[src/rtl/net_irq_aggr.sv]
module net_irq_aggr #(
  parameter int WORD_W = 32,
  parameter int LINES  = 4
) (
  input  logic              clk,
  input  logic              rst_n,
  input  logic              large_mode,
  input  logic              set_vld,
  input  logic [2:0]        set_slot,
  input  logic [2:0]        set_port,
  input  logic              clr_vld,
  input  logic [2:0]        clr_slot,
  input  logic [2:0]        clr_port,
  input  logic [2:0]        rd_sel,
  output logic [WORD_W-1:0] rd_data,
  output logic              irq_o
);
  localparam int MW = 2 * WORD_W;

  logic [WORD_W-1:0] w0, w1;
  logic [MW-1:0]     smask, cmask;
  logic [WORD_W-1:0] nw0, nw1;

  function automatic logic [MW-1:0] bit_mask(input logic lg, input logic [2:0] s,
                                             input logic [2:0] p);
    logic [4:0] b;
    logic       hi;
    logic       ok;
    logic [5:0] idx;
    ok = 1'b1;
    hi = 1'b0;
    b  = 5'd0;
    if (!lg) begin
      case (s)
        3'd0: b = 5'd16;
        3'd1: b = 5'd24;
        3'd2: b = 5'd0;
        3'd3: b = 5'd8;
        default: ok = 1'b0;
      endcase
    end else begin
      case (s)
        3'd0: hi = 1'b1;
        3'd1: b = 5'd24;
        3'd2: b = 5'd16;
        3'd3: b = 5'd28;
        3'd4: b = 5'd20;
        3'd5: b = 5'd8;
        3'd6: b = 5'd0;
        default: ok = 1'b0;
      endcase
    end
    idx = {hi, b + {3'b000, p[1:0]}};
    bit_mask = '0;
    if (ok && (p < 3'(LINES)))
      bit_mask[idx] = 1'b1;
  endfunction

  assign smask = set_vld ? bit_mask(large_mode, set_slot, set_port) : '0;
  assign cmask = clr_vld ? bit_mask(large_mode, clr_slot, clr_port) : '0;

  assign nw0 = (w0 & ~cmask[WORD_W-1:0])  | smask[WORD_W-1:0];
  assign nw1 = (w1 & ~cmask[MW-1:WORD_W]) | smask[MW-1:WORD_W];

  always_ff @(posedge clk) begin
    if (!rst_n) begin
      w0    <= '0;
      w1    <= '0;
      irq_o <= 1'b0;
    end else begin
      w0    <= nw0;
      w1    <= nw1;
      irq_o <= (|nw0) | (large_mode & (|nw1));
    end
  end

  always_comb begin
    case (rd_sel)
      3'd0:    rd_data = {{(WORD_W-8){1'b0}}, w0[31:24]};
      3'd1:    rd_data = {{(WORD_W-8){1'b0}}, w0[23:16]};
      3'd2:    rd_data = {{(WORD_W-8){1'b0}}, w0[15:8]};
      3'd3:    rd_data = {{(WORD_W-8){1'b0}}, w0[7:0]};
      3'd4:    rd_data = w0;
      3'd5:    rd_data = w1;
      default: rd_data = '0;
    endcase
  end

  AST_IRQ_TRACKS_STATUS: assert property (@(posedge clk) disable iff (!rst_n)
    irq_o == ((|w0) || (large_mode && (|w1))));

  AST_SET_LANDS: assert property (@(posedge clk) disable iff (!rst_n)
    set_vld |=> (({w1, w0} & $past(smask)) == $past(smask)));

  AST_CLEAR_LANDS: assert property (@(posedge clk) disable iff (!rst_n)
    clr_vld |=> (({w1, w0} & $past(cmask & ~smask)) == '0));

  AST_FOUR_WORD1_IDLE: assert property (@(posedge clk) disable iff (!rst_n)
    !large_mode |=> (w1 == '0));

  AST_BAD_PORT_IGNORED: assert property (@(posedge clk) disable iff (!rst_n)
    (set_vld && set_port > 3'd3 && !clr_vld) |=> ($stable(w0) && $stable(w1)));
endmodule

[config.mk]
export PLATFORM = sky130hd
export DESIGN_NAME = net_irq_aggr
export DESIGN_NICKNAME = d
export VERILOG_FILES = /design/src/rtl/net_irq_aggr.sv
export SDC_FILE = /design/constraint.sdc
export NUM_CORES = 1
export LEC_CHECK = 0
export ABC_AREA = 1
export BUFFER_PORTS_ARGS = -buffer_cell sky130_fd_sc_hd__buf_2
export CORE_ASPECT_RATIO = 0.8
export CORE_UTILIZATION = 35
export DETAILED_ROUTE_END_ITERATION = 12
export PLACE_DENSITY = 0.6
export SYNTH_ARGS = -nofsm -noshare
export SYNTH_HDL_FRONTEND = slang
export SYNTH_SLANG_ARGS = --single-unit
export TNS_END_PERCENT = 30
[constraint.sdc]
create_clock -name clk -period 2.9 [get_ports clk]
set_input_delay 0.58 -clock clk [delete_from_list [all_inputs] [get_ports clk]]
set_output_delay 0.58 -clock clk [all_outputs]
set_load 0.01 [all_outputs]
-- After elaboration in Yosys (flattened, before gate mapping)
Cells that the tools add are included.
Widths: inputs -> output; s select.
- flip-flop bits (word level): 65
- output and inout port bits: 33
- word-level logic and storage cells: 74
- $add $sub $neg: 2
- $lt $le $gt $ge: 6
- equality and inequality tests: 17
- muxes and demuxes: 25
- bitwise operators: 8
- reduce and logical (&&, ||, !) cells: 13
- operator list (kind ; count):
    $mux 64 ; 4
    $pmux 32 s6 ; 1
    $and 32x32->32 ; 2
    $not 32->32 ; 2
    $or 32x32->32 ; 2
    $reduce_or 32->1 ; 2
    $pmux 5 s5 ; 2
    $pmux 5 s3 ; 2
    $eq 3x3->1 const B ; 8
    $eq 3x2->1 const B ; 6
    $lt 6x7->1 const B ; 2
    $reduce_or 7->1 ; 2
    $demux 1 s6 ; 2
    $ge 6x1->1 const B ; 2
    $mux 1 ; 12
    $add 5x2->5 ; 2
    $mux 5 ; 2
    $eq 3x1->1 const B ; 3
    $logic_not 3->1 ; 3
    $reduce_or 4->1 ; 2
    $lt 3x3->1 const B ; 2
    $logic_and 1x1->1 ; 4
    $and 1x1->1 ; 1
    $or 1x1->1 ; 1

-- Longest topological paths before layout
Gate-level depths: netlist of run 1.
- word-level depth: 16
- mapped depth: 17
- mapped depth without buffers: 17

-- Least setup slack after synthesis of run 1
OpenSTA, ideal clock, no wires.
- kind: input -> register
- from: input clr_slot[1]
- to: register irq_o
- setup time: 0.132 ns
- data arrival time: 2.076 ns
- required time: 2.768 ns
- slack: 0.691 ns
- cell stages on the path: 16
- cell sequence: inv_2 > ha_1 > inv_1 > nand2_1 > o21ai_4 > inv_2 > nor2_1 > nand2_1 > nand2_1 > nand2_1 > nor2_1 > nand2_1 > nor2_1 > nand2_1 > nor2_1 > a21oi_1
- cells in the longest elaborated chain, start to end: 16
- elaborated cells on any way between the ends: 36
- classes of those cells: add/sub (1); order compare (2); eq/ne (6); mux (12); bitwise (8); reduce/logical (7)
- RTL lines (item ; RTL line ; RTL):
    from (decl) ; 12 ; input logic [2:0] clr_slot,
    $eq 3x3->1, or another cell as far along ; 42 ; case (s)
    $pmux 5 s5 or $pmux 5 s3 (tied branches) ; 42, 34 ;
    $mux 5 ; 33 ; if (!lg) begin
    $add 5x2->5 ; 53 ; idx = {hi, b + {3'b000, p[1:0]}};
    $lt 6x7->1 (not written as such) or $ge 6x1->1 (tied branches) ; 56 ; bit_mask[idx] = 1'b1;
    $logic_and 1x1->1 (not written as such) ; 56 ;
    $mux 1 (not written as such) ; 56 ;
    $demux 1 s6 ; 56 ;
    $mux 64 (*) ; 55 ; if (ok && (p < 3'(LINES)))
    $mux 64 (*) ; 60 ; assign cmask = clr_vld ? bit_mask(large_mode, clr_slot, clr_port) : '0;
    $not 32->32 ; 63 ; assign nw1 = (w1 & ~cmask[MW-1:WORD_W]) | smask[MW-1:WORD_W];
    $and 32x32->32 ; 63 ;
    $or 32x32->32 ; 63 ;
    $reduce_or 32->1 ; 73 ; irq_o <= (|nw0) | (large_mode & (|nw1));
    $and 1x1->1 ; 73 ;
    $or 1x1->1 (*) ; 73 ;
    to (signal assigned) ; 73 ;
    to (decl) ; 16 ; output logic irq_o
Mark *: on every way between the ends. The rest lies on a longest branch, timed or not.
A chain may end at the register's enable or synchronous reset.

-- Final worst setup path of run 1
- from: input rd_sel[2]
- to: output rd_data[3]
- cells in the longest elaborated chain, start to end: 2
- elaborated cells on any way between the ends: 7
- classes of those cells: eq/ne (5); mux (1); reduce/logical (1)
- RTL lines (item ; RTL line ; RTL):
    from (decl) ; 14 ; input logic [2:0] rd_sel,
    $eq 3x3->1, or another cell as far along ; 78 ; case (rd_sel)
    $pmux 32 s6 (*) ; 78 ;
    to (decl) ; 15 ; output logic [WORD_W-1:0] rd_data,
Marked as above.

==> summary.txt, run 1 <==
Outcome
  – Status: finished, final reports clean

Die
  – Starting Density: 0.364
  – I/O Pins: between 50 and 60
  – Die Area: between 10,000 and 15,000 um2
  – Core area: 10,400 um2
  – Die height: between 90 and 100 um
  – Cell row count: 33
  – Die W: 118 um

STA
  – Final setup fails: 0
  – FMAX: ~370 MHz
  – Slew Viols, Final: 0
  – Worst Slack Setup Final: about 0.18 ns
  – Setup TNS: 0 ns
  – Fin crit period: around 2.7 ns
  – Worst-margin pin slew: 0.806 ns
  – Tcrit/Tclk final: 0.938
  – Clk_skew: between 0.007 and 0.008 ns
  – Hold Violations, Final: 0
  – Slew headroom: 0.458
  – RSZ-0062 raised after global routing: no

Finish
  – Antenna diode count: 0
  – Final Instance Area: between 4000 and 5000 um2
  – Final std cells w/o fill: between 800 and 900
  – Nets@finish: 694
  – Synthesis-to-finish area growth: 18.7%
  – Fillers: ~1,100
  – Share of layout cells above drive strength 1: 0.150

Power
  – Total power: around 2.1 mW
  – Leak pwr: 2.31 nW
  – Worst vdd ir: between 0.2 and 0.3 mV
  – Power Density: about 460 nW/um2

Placement
  – Buffers added on ports: between 50 and 60
  – Post-DP HPWL: 9360 um
  – Inst Count DP: approximately 800
  – Place WS: 0.177 ns
  – Cell Area, Placed: around 4200 um2
  – GPL Wtd Cong: 0.895

Min path
  – Worst hold path class: reg -> reg

Routing
  – Via count: between 4,000 and 5,000
  – Post-Route WL: 12,000 um
  – First-pass DRT Iterations: 5
  – DRC viols: 0
  – Drt wl/cell: ~15 um
  – Via/cell ratio: a little over 5
  – Post-DRT Antenna Nets: 0
  – Starting DRT DRC Count: 296

Clock network
  – CTS tree: done
  – Worst-path clk slew: ~0.060 ns
  – H-tree Lvls: 3
  – Hold_buf cts: 0
  – Post-CTS Resized: 0
  – TritonCTS Buffers: 9
  – Root Driver: clkbuf_16
  – Postcts setup bufs: 0
  – Max clock buf depth: 2
  – CTS Sinks: between 60 and 70
  – Worst skew pair latency: 0.33 ns

GRT
  – Largest net degree at the start of global routing: 26
  – Total track usage: 0.223
  – Global-route wire length before repair: 19,100 um
  – Grt ovf: 0
  – Vias in the first global route: about 3,700
  – Antenna violations before repair: 0

Synth
  – Mean Syn Cell Area: a little over 6 um2
  – Distinct cells, synth: 29
  – Area of the mapped netlist: 3790 um2
  – Cells after Synth: 610
  – Yosys reg bits: 65
  – Synthesized Nets: about 640
  – Synth warnings: 0
  – Sequential fraction of the synthesis area: 0.344

Worst setup path
  – Critical Path Fanout Max: 15
  – Startpoint types: primary input
  – Arrival time at the worst endpoint: 2.14 ns
  – CP required: around 2.3 ns
  – Crit end category: primary output
  – WS Path Type: in -> out

Run
  – Max-cap violations: 0
-- cell families (layout without fill, tap and decap cells) --
| group | after synthesis | count (layout) | synth area share |
|---|---|---|---|
| flip-flops | 65 | 65 | 0.344 |
| buffers and inverters | 125 | 187 | 0.125 |
| AO/OA/AOI/OAI | 118 | 118 | 0.182 |
| AND/OR/NAND/NOR | 296 | 296 | 0.330 |
| adder cells (fa/ha/maj) | 6 | 6 | 0.0198 |
-- final cells by class --
type	count	area [um2]	share of cell area
multi-input combinational	420	2010	0.448
sequential	65	1300	0.289
inverter	111	417	0.0927
timing repair buffer	61	328	0.0729
clock buffer	9	225	0.0501
tap	140	175	0.0390
clock inverter	6	36.3	0.00807
-- worst paths after layout --
| check | start | to | slack, ns | depth (start not counted) |
|---|---|---|---|---|
| max | rd_sel[2] | rd_data[3] | 0.18 | 7 |
| min reg2reg | w1[21]$_SDFF_PN0_ | w1[21]$_SDFF_PN0_ | 0.44 | 2 |
| max reg2reg | w1[22]$_SDFF_PN0_ | irq_o$_SDFF_PN0_ | 1.52 | 6 |
| min | w1[21]$_SDFF_PN0_ | w1[21]$_SDFF_PN0_ | 0.44 | 2 |
-- placed cells by master (no fill, tap or decap), drive strengths merged --
cell	synthesis	layout
nand2	183	183
inv	111	111
dfxtp	65	65
nor2	62	62
buf	4	61
a21oi	47	47
o21ai	44	44
nand3	41	41
o22ai	16	16
clkbuf	10	9
nor4	6	6
ha	6	6
o221ai	5	5
clkinv	0	5
a221oi	3	3
nand4	3	3
a21boi	2	2
nor3	1	1
o21bai	1	1
clkinvlp	0	1
-- layer usage --
| layer | part of all wire | vias up | global-route usage | wire, um |
|---|---|---|---|---|
| met5 | 0 | - | 0 | 0 |
| met4 | 0.020 | 0 | 0.0759 | 242 |
| met3 | 0.071 | 20 | 0.0443 | 847 |
| met2 | 0.43 | 144 | 0.351 | 5190 |
| met1 | 0.48 | 1889 | 0.304 | 5700 |
| li1 | - | 2060 | - | - |
-- sequential cells by signal, indices dropped and copies added, names as in the netlist --
| register | flops |
|---|---|
| irq_o | 1 |
| w1 | 32 |
| w0 | 32 |
-- cell usage after synthesis --
library cell / number / share of area
nand4_1: 3 / 0.0050
nor2_4: 2 / 0.0059
o21ai_4: 2 / 0.0086
nand3_2: 6 / 0.016
clkbuf_1: 10 / 0.0099
nand3_1: 35 / 0.046
nand2_1: 180 / 0.18
a21boi_0: 1 / 0.0020
buf_1: 3 / 0.0030
o21ai_0: 18 / 0.024
nand2_2: 3 / 0.0050
a21oi_1: 44 / 0.058
buf_4: 1 / 0.0020
a21boi_1: 1 / 0.0020
inv_2: 5 / 0.0050
a21oi_4: 1 / 0.0043
o21bai_1: 1 / 0.0020
nor3_1: 1 / 0.0013
nor4_1: 6 / 0.0099
nor2_2: 4 / 0.0066
a21oi_2: 2 / 0.0046
nor2_1: 56 / 0.056
a221oi_1: 3 / 0.0069
inv_1: 106 / 0.11
o21ai_1: 24 / 0.032
o221ai_1: 5 / 0.012
o22ai_1: 16 / 0.026
ha_1: 6 / 0.020
dfxtp_1: 65 / 0.34
-- through the flow --
stage                      util  hold WS (ns)
after floorplan               -         0.420
after global placement    0.407         0.430
after detailed placement  0.407         0.433
after CTS                 0.432         0.441
after global routing      0.432         0.449
final                     0.432         0.438
-- critical path: stages --
cell and delay (ns):
buf_2 0.18, nor3_1 0.70, nand2_1 0.16, o221ai_1 0.12, a21oi_1 0.07, o21ai_0 0.14
buf_2 0.19
-- where the power goes --
part           leakage, nW  total (mW)  internal (mW)  switching (mW)
Combinational         1.66       0.212         0.0576           0.155
Sequential           0.524       0.902          0.898         0.00355
Clock                0.131       0.968          0.568           0.400
No activity file was read; power rests on OpenSTA's default activity.
==> run 2, diff against run 1 <==
==> constraint.sdc (replaced) <==
create_clock -name clk -period 2.9 [get_ports clk]
set_input_delay 0.58 -clock clk [delete_from_list [all_inputs] [get_ports clk]]
set_output_delay 0.58 -clock clk [all_outputs]
set_load 0.005 [all_outputs]
==> summary.txt, run 2 (synthesis results as in run 1) <==
Worst setup path
  – Critical Path Fanout Max: 15 (unchanged)
  – FF-to-FF path depth: 6 (unchanged)
  – Startpoint types: primary input (unchanged)
  – Crit end category: primary output (unchanged)
  – Crit-path max cell delay: 0.67 ns (was 0.70 ns)
  – Critical Path, Cell by Cell: buf_2, nor3_1, nand2_1, o221ai_1, a21oi_1, o21ai_0, buf_2 (unchanged)
  – Arrival time at the worst endpoint: 2.06 ns (was 2.14 ns)
  – Slowest-stage cell, CP: nor3_1 (unchanged)
  – CP required: 2.32 ns (about the same)
  – Cell repeated most along the worst path: buf_2 (unchanged)
  – WS Path Type: in -> out (unchanged)

Routing
  – Metal2 WL: 4990 um (was 5190 um)
  – Top routing layer in use: met4 (unchanged)
  – Via/cell ratio: 5.02 (was 5.07)
  – Post-DRT Antenna Nets: 0 (unchanged)
  – DRC viols: 0 (unchanged)
  – Starting DRT DRC Count: 435 (was 296)
  – Via count: 4,079 (was 4,113)
  – Post-Route WL: 11,800 um (was 12,000 um)
  – Drt wl/cell: 14.5 um (was 14.8 um)
  – Met3 wire len: 978 um (was 847 um)
  – M1 wire length: 5620 um (was 5700 um)
  – First-pass DRT Iterations: 5 (unchanged)

GRT
  – Largest net degree at the start of global routing: 26 (unchanged)
  – Grt ovf: 0 (unchanged)
  – Global-route wire length before repair: 18,700 um (was 19,100 um)
  – Vias in the first global route: 3,691 (was 3,746)
  – Antenna violations before repair: 0 (unchanged)
  – Total track usage: 0.218 (was 0.223)

Power
  – Power Density: 502 nW/um2 (was 463 nW/um2)
  – Leak pwr: 2.33 nW (was 2.31 nW)
  – Worst vdd ir: 0.239 mV (was 0.254 mV)

STA
  – Tcrit/Tclk final: 0.909 (was 0.938)
  – Setup TNS: 0 ns (unchanged)
  – WHS: 0.440 ns (was 0.438 ns)
  – Final setup fails: 0 (unchanged)
  – FMAX: 379 MHz (was 367 MHz)
  – Clk_skew: 0.00520 ns (was 0.00742 ns)
  – Fin crit period: 2.64 ns (was 2.72 ns)
  – Worst-margin pin slew: 0.769 ns (was 0.806 ns)
  – Hold Violations, Final: 0 (unchanged)
  – Slew Viols, Final: 0 (unchanged)
  – Slew headroom: 0.483 (was 0.458)
  – RSZ-0062 raised after global routing: no (unchanged)

Die
  – I/O Pins: 53 (unchanged)
  – Die W: 118 um (unchanged)
  – Cell row count: 33 (unchanged)
  – Die Area: 11,200 um2 (unchanged)
  – Die height: 95.0 um (unchanged)
  – Starting Density: 0.364 (unchanged)
  – Core area: 10,400 um2 (unchanged)

Clock network
  – Post-CTS Resized: 0 (unchanged)
  – Hold_buf cts: 0 (unchanged)
  – CTS tree: done (unchanged)
  – H-tree Lvls: 3 (unchanged)
  – Max clock buf depth: 2 (unchanged)
  – CTS Sinks: 65 (unchanged)
  – Worst skew pair latency: 0.33 ns (about the same)
  – Postcts setup bufs: 0 (unchanged)
  – TritonCTS Buffers: 9 (unchanged)
  – Root Driver: clkbuf_16 (unchanged)
  – Worst-path clk slew: 0.06 ns (about the same)

Placement
  – Buffers added on ports: 52 (unchanged)
  – Inst Count DP: 797 (unchanged)
  – GPL Wtd Cong: 0.876 (was 0.895)
  – Post-DP HPWL: 9270 um (was 9360 um)
  – Cell Area, Placed: 4230 um2 (unchanged)

Min path
  – Hold Path Depth: 2 (unchanged)
  – Worst hold path class: reg -> reg (unchanged)

Finish
  – Nets@finish: 694 (unchanged)
  – Top Registers: w0 (32), w1 (32), irq_o (1) (unchanged)
  – Synthesis-to-finish area growth: 20.5% (was 18.7%)
  – Commonest cells after routing, fill and taps aside: nand2_1, inv_1, dfxtp_1 (unchanged)
  – Final Instance Area: 4560 um2 (was 4500 um2)
  – Commonest non-fill, non-tap cell in the layout: nand2_1 (unchanged)
  – Antenna diode count: 0 (unchanged)
  – Share of layout cells above drive strength 1: 0.152 (was 0.150)
  – Final std cells w/o fill: 813 (was 812)

Run
  – Max-cap violations: 0 (unchanged)

Outcome
  – Status: finished, final reports clean (unchanged)
## run 2: where the power goes
part           switching (mW)  total [mW]  internal [mW]
combinational           0.152       0.210         0.0574
sequential            0.00399       0.902          0.898
clock                   0.405        1.18          0.776
## run 2: layout make-up
type	count	area [um2]
fillers	1103	5840
multi-input cells	420	2010
flip-flops and latches	65	1300
inverters	111	417
repair buffers	61	328
clock buffers	10	239
well taps	140	175
clock inverters	6	91.3
## run 2: layer usage
layer  up-vias  GRT usage
met5         -          0
met4         0     0.0791
met3        21     0.0443
met2       166      0.334
met1      1833      0.304
li1       2059          -
## run 2: through the flow
| step | total power, mW | setup slack (ns) | util |
|---|---|---|---|
| finish | 2.29 | 0.265 | 0.439 |
| global route | 2.38 | 0.112 | 0.439 |
| CTS | 2.31 | 0.323 | 0.439 |
| detailed placement | 1.13 | 0.223 | 0.407 |
| global placement | 1.13 | 0.210 | 0.407 |
| floorplan | 1.06 | 0.691 | - |
## run 2: path summary, 6_finish.rpt
path,start,slack (ns),endpoint
min reg2reg,w1[21]$_SDFF_PN0_,0.44,w1[21]$_SDFF_PN0_
max,rd_sel[2],0.26,rd_data[3]
max reg2reg,w1[22]$_SDFF_PN0_,1.52,irq_o$_SDFF_PN0_
min,w1[21]$_SDFF_PN0_,0.44,w1[21]$_SDFF_PN0_
## run 2: critical path: cells and delay by family
family	cells	cell delay (ns)
AO/OA/AOI/OAI	3	0.30
buffers and inverters	2	0.33
AND/OR/NAND/NOR	2	0.84
==> run 3, diff against run 2 <==
--- a/config.mk
+++ b/config.mk
@@ -9,6 +9,7 @@
 export BUFFER_PORTS_ARGS = -buffer_cell sky130_fd_sc_hd__buf_2
 export CORE_ASPECT_RATIO = 0.8
 export CORE_UTILIZATION = 35
+export CTS_BUF_LIST = sky130_fd_sc_hd__clkbuf_8
 export DETAILED_ROUTE_END_ITERATION = 12
 export PLACE_DENSITY = 0.6
 export SYNTH_ARGS = -nofsm -noshare
==> summary.txt, run 3 (synthesis results as in run 1) <==
Placement
  – Inst Count DP: 797 (unchanged)
  – Place WS: 0.223 ns (unchanged)
  – GPL Wtd Cong: 0.876 (unchanged)
  – Post-DP HPWL: 9270 um (unchanged)
  – Cell Area, Placed: 4230 um2 (unchanged)
  – Buffers added on ports: 52 (unchanged)

Power
  – Power Density: 446 nW/um2 (was 502 nW/um2)
  – Leak pwr: 2.29 nW (was 2.33 nW)
  – Sw Ratio: 0.265 (was 0.245)
  – Worst vdd ir: 0.187 mV (was 0.239 mV)
  – Flop pwr share: 0.453 (was 0.393)
  – Internal power: 1.46 mW (was 1.73 mW)
  – Clock power share: 0.442 (was 0.515)
  – Comb pwr share: 0.105 (was 0.092)
  – Psw: 0.528 mW (was 0.561 mW)

Clock network
  – H-tree Lvls: 3 (unchanged)
  – Postcts setup bufs: 0 (unchanged)
  – Worst-path clk slew: 0.08 ns (was 0.06 ns)
  – Post-CTS Resized: 0 (unchanged)
  – TritonCTS Buffers: 9 (unchanged)
  – Root Driver: clkbuf_8 (was clkbuf_16)
  – CTS Sinks: 65 (unchanged)
  – Worst skew pair latency: 0.35 ns (was 0.33 ns)
  – Hold_buf cts: 0 (unchanged)
  – CTS tree: done (unchanged)
  – Max clock buf depth: 2 (unchanged)

STA
  – Final setup fails: 0 (unchanged)
  – Fin crit period: 2.62 ns (was 2.64 ns)
  – Slew headroom: 0.481 (was 0.483)
  – RSZ-0062 raised after global routing: no (unchanged)
  – Slew Viols, Final: 0 (unchanged)
  – Worst Slack Setup Final: 0.275 ns (was 0.265 ns)
  – Tcrit/Tclk final: 0.905 (was 0.909)
  – Setup TNS: 0 ns (unchanged)
  – Hold Violations, Final: 0 (unchanged)
  – Clk_skew: 0.00621 ns (was 0.00520 ns)
  – FMAX: 381 MHz (was 379 MHz)
  – Worst-margin pin slew: 0.773 ns (was 0.769 ns)

Routing
  – Drt wl/cell: 14.7 um (was 14.5 um)
  – Metal2 WL: 4980 um (was 4990 um)
  – Post-Route WL: 11,900 um (was 11,800 um)
  – Starting DRT DRC Count: 328 (was 435)
  – Met3 wire len: 1080 um (was 978 um)
  – DRC viols: 0 (unchanged)
  – First-pass DRT Iterations: 5 (unchanged)
  – Via count: 4,118 (was 4,079)
  – Top routing layer in use: met4 (unchanged)
  – Via/cell ratio: 5.07 (was 5.02)
  – Post-DRT Antenna Nets: 0 (unchanged)
  – M1 wire length: 5640 um (was 5620 um)

Worst setup path
  – WS Path Type: in -> out (unchanged)
  – Crit end category: primary output (unchanged)
  – Startpoint types: primary input (unchanged)
  – Critical Path Fanout Max: 15 (unchanged)
  – Arrival time at the worst endpoint: 2.04 ns (was 2.06 ns)
  – CP required: 2.32 ns (about the same)

Die
  – Starting Density: 0.364 (unchanged)
  – Core area: 10,400 um2 (unchanged)
  – Die Area: 11,200 um2 (unchanged)
  – Die height: 95.0 um (unchanged)
  – Die W: 118 um (unchanged)
  – Cell row count: 33 (unchanged)
  – I/O Pins: 53 (unchanged)

Finish
  – Commonest non-fill, non-tap cell in the layout: nand2_1 (unchanged)
  – Final Instance Area: 4460 um2 (was 4560 um2)
  – Share of layout cells above drive strength 1: 0.152 (unchanged)
  – Nets@finish: 694 (unchanged)
  – Register Area: 1300 um2 (unchanged)
  – Synthesis-to-finish area growth: 17.8% (was 20.5%)
  – Commonest cells after routing, fill and taps aside: nand2_1, inv_1, dfxtp_1 (unchanged)
  – Top Registers: w0 (32), w1 (32), irq_o (1) (unchanged)
  – Fillers: 1,116 (was 1,103)
  – Multi-input gate area: 2010 um2 (unchanged)
  – Final std cells w/o fill: 813 (unchanged)
  – Antenna diode count: 0 (unchanged)

GRT
  – Largest net degree at the start of global routing: 26 (unchanged)
  – Grt ovf: 0 (unchanged)
  – Antenna violations before repair: 0 (unchanged)
  – Total track usage: 0.219 (was 0.218)
  – Global-route wire length before repair: 18,800 um (was 18,700 um)
  – Vias in the first global route: 3,699 (was 3,691)

Outcome
  – Status: finished, final reports clean (unchanged)

Run
  – Max-cap violations: 0 (unchanged)

Min path
  – Worst hold path class: reg -> reg (unchanged)
run 3: routing by layer:
metal / vias to the layer above / global-route usage
met5: - / 0
met4: 0 / 0.0823
met3: 25 / 0.0461
met2: 187 / 0.335
met1: 1844 / 0.304
li1: 2062 / -
run 3: through the flow:
step	power, mW	hold slack [ns]	util
floorplan	1.06	0.420	-
global placement	1.13	0.430	0.407
detailed placement	1.13	0.433	0.407
CTS	2.01	0.444	0.429
global route	2.07	0.467	0.429
finish	1.99	0.443	0.429
run 3: area by class of cell:
cell class | count | share of cell area
well taps | 140 | 0.0392
inverters | 111 | 0.0934
repair buffers | 61 | 0.0735
flip-flops and latches | 65 | 0.292
clock inverters | 6 | 0.0205
multi-input cells | 420 | 0.451
clock buffers | 10 | 0.0308
run 3: worst paths after layout:
path	slack, ns	from	end	cells after the start
worst max-delay path	0.28	rd_sel[2]	rd_data[3]	7
worst min-delay path	0.44	w1[21]$_SDFF_PN0_	w1[21]$_SDFF_PN0_	2
worst max register to register	1.48	w1[22]$_SDFF_PN0_	irq_o$_SDFF_PN0_	6
worst min register to register	0.44	w1[21]$_SDFF_PN0_	w1[21]$_SDFF_PN0_	2
run 3: worst max-delay path, cell delays in order:
cell	delay (ns)
buf_2	0.18
nor3_1	0.67
nand2_1	0.16
o221ai_1	0.12
a21oi_1	0.08
o21ai_0	0.10
buf_2	0.15
run 3: power groups by stage:
| stage | Combinational [mW] | Sequential, mW | Clock, mW |
|---|---|---|---|
| 6_report | 0.210 | 0.900 | 0.880 |
| 5_1_grt | 0.231 | 0.900 | 0.938 |
| 4_1_cts | 0.208 | 0.900 | 0.906 |
| 3_5_place_dp | 0.207 | 0.921 | 0 |
| 3_3_place_gp | 0.204 | 0.921 | 0 |
| 2_1_floorplan | 0.139 | 0.919 | 0 |
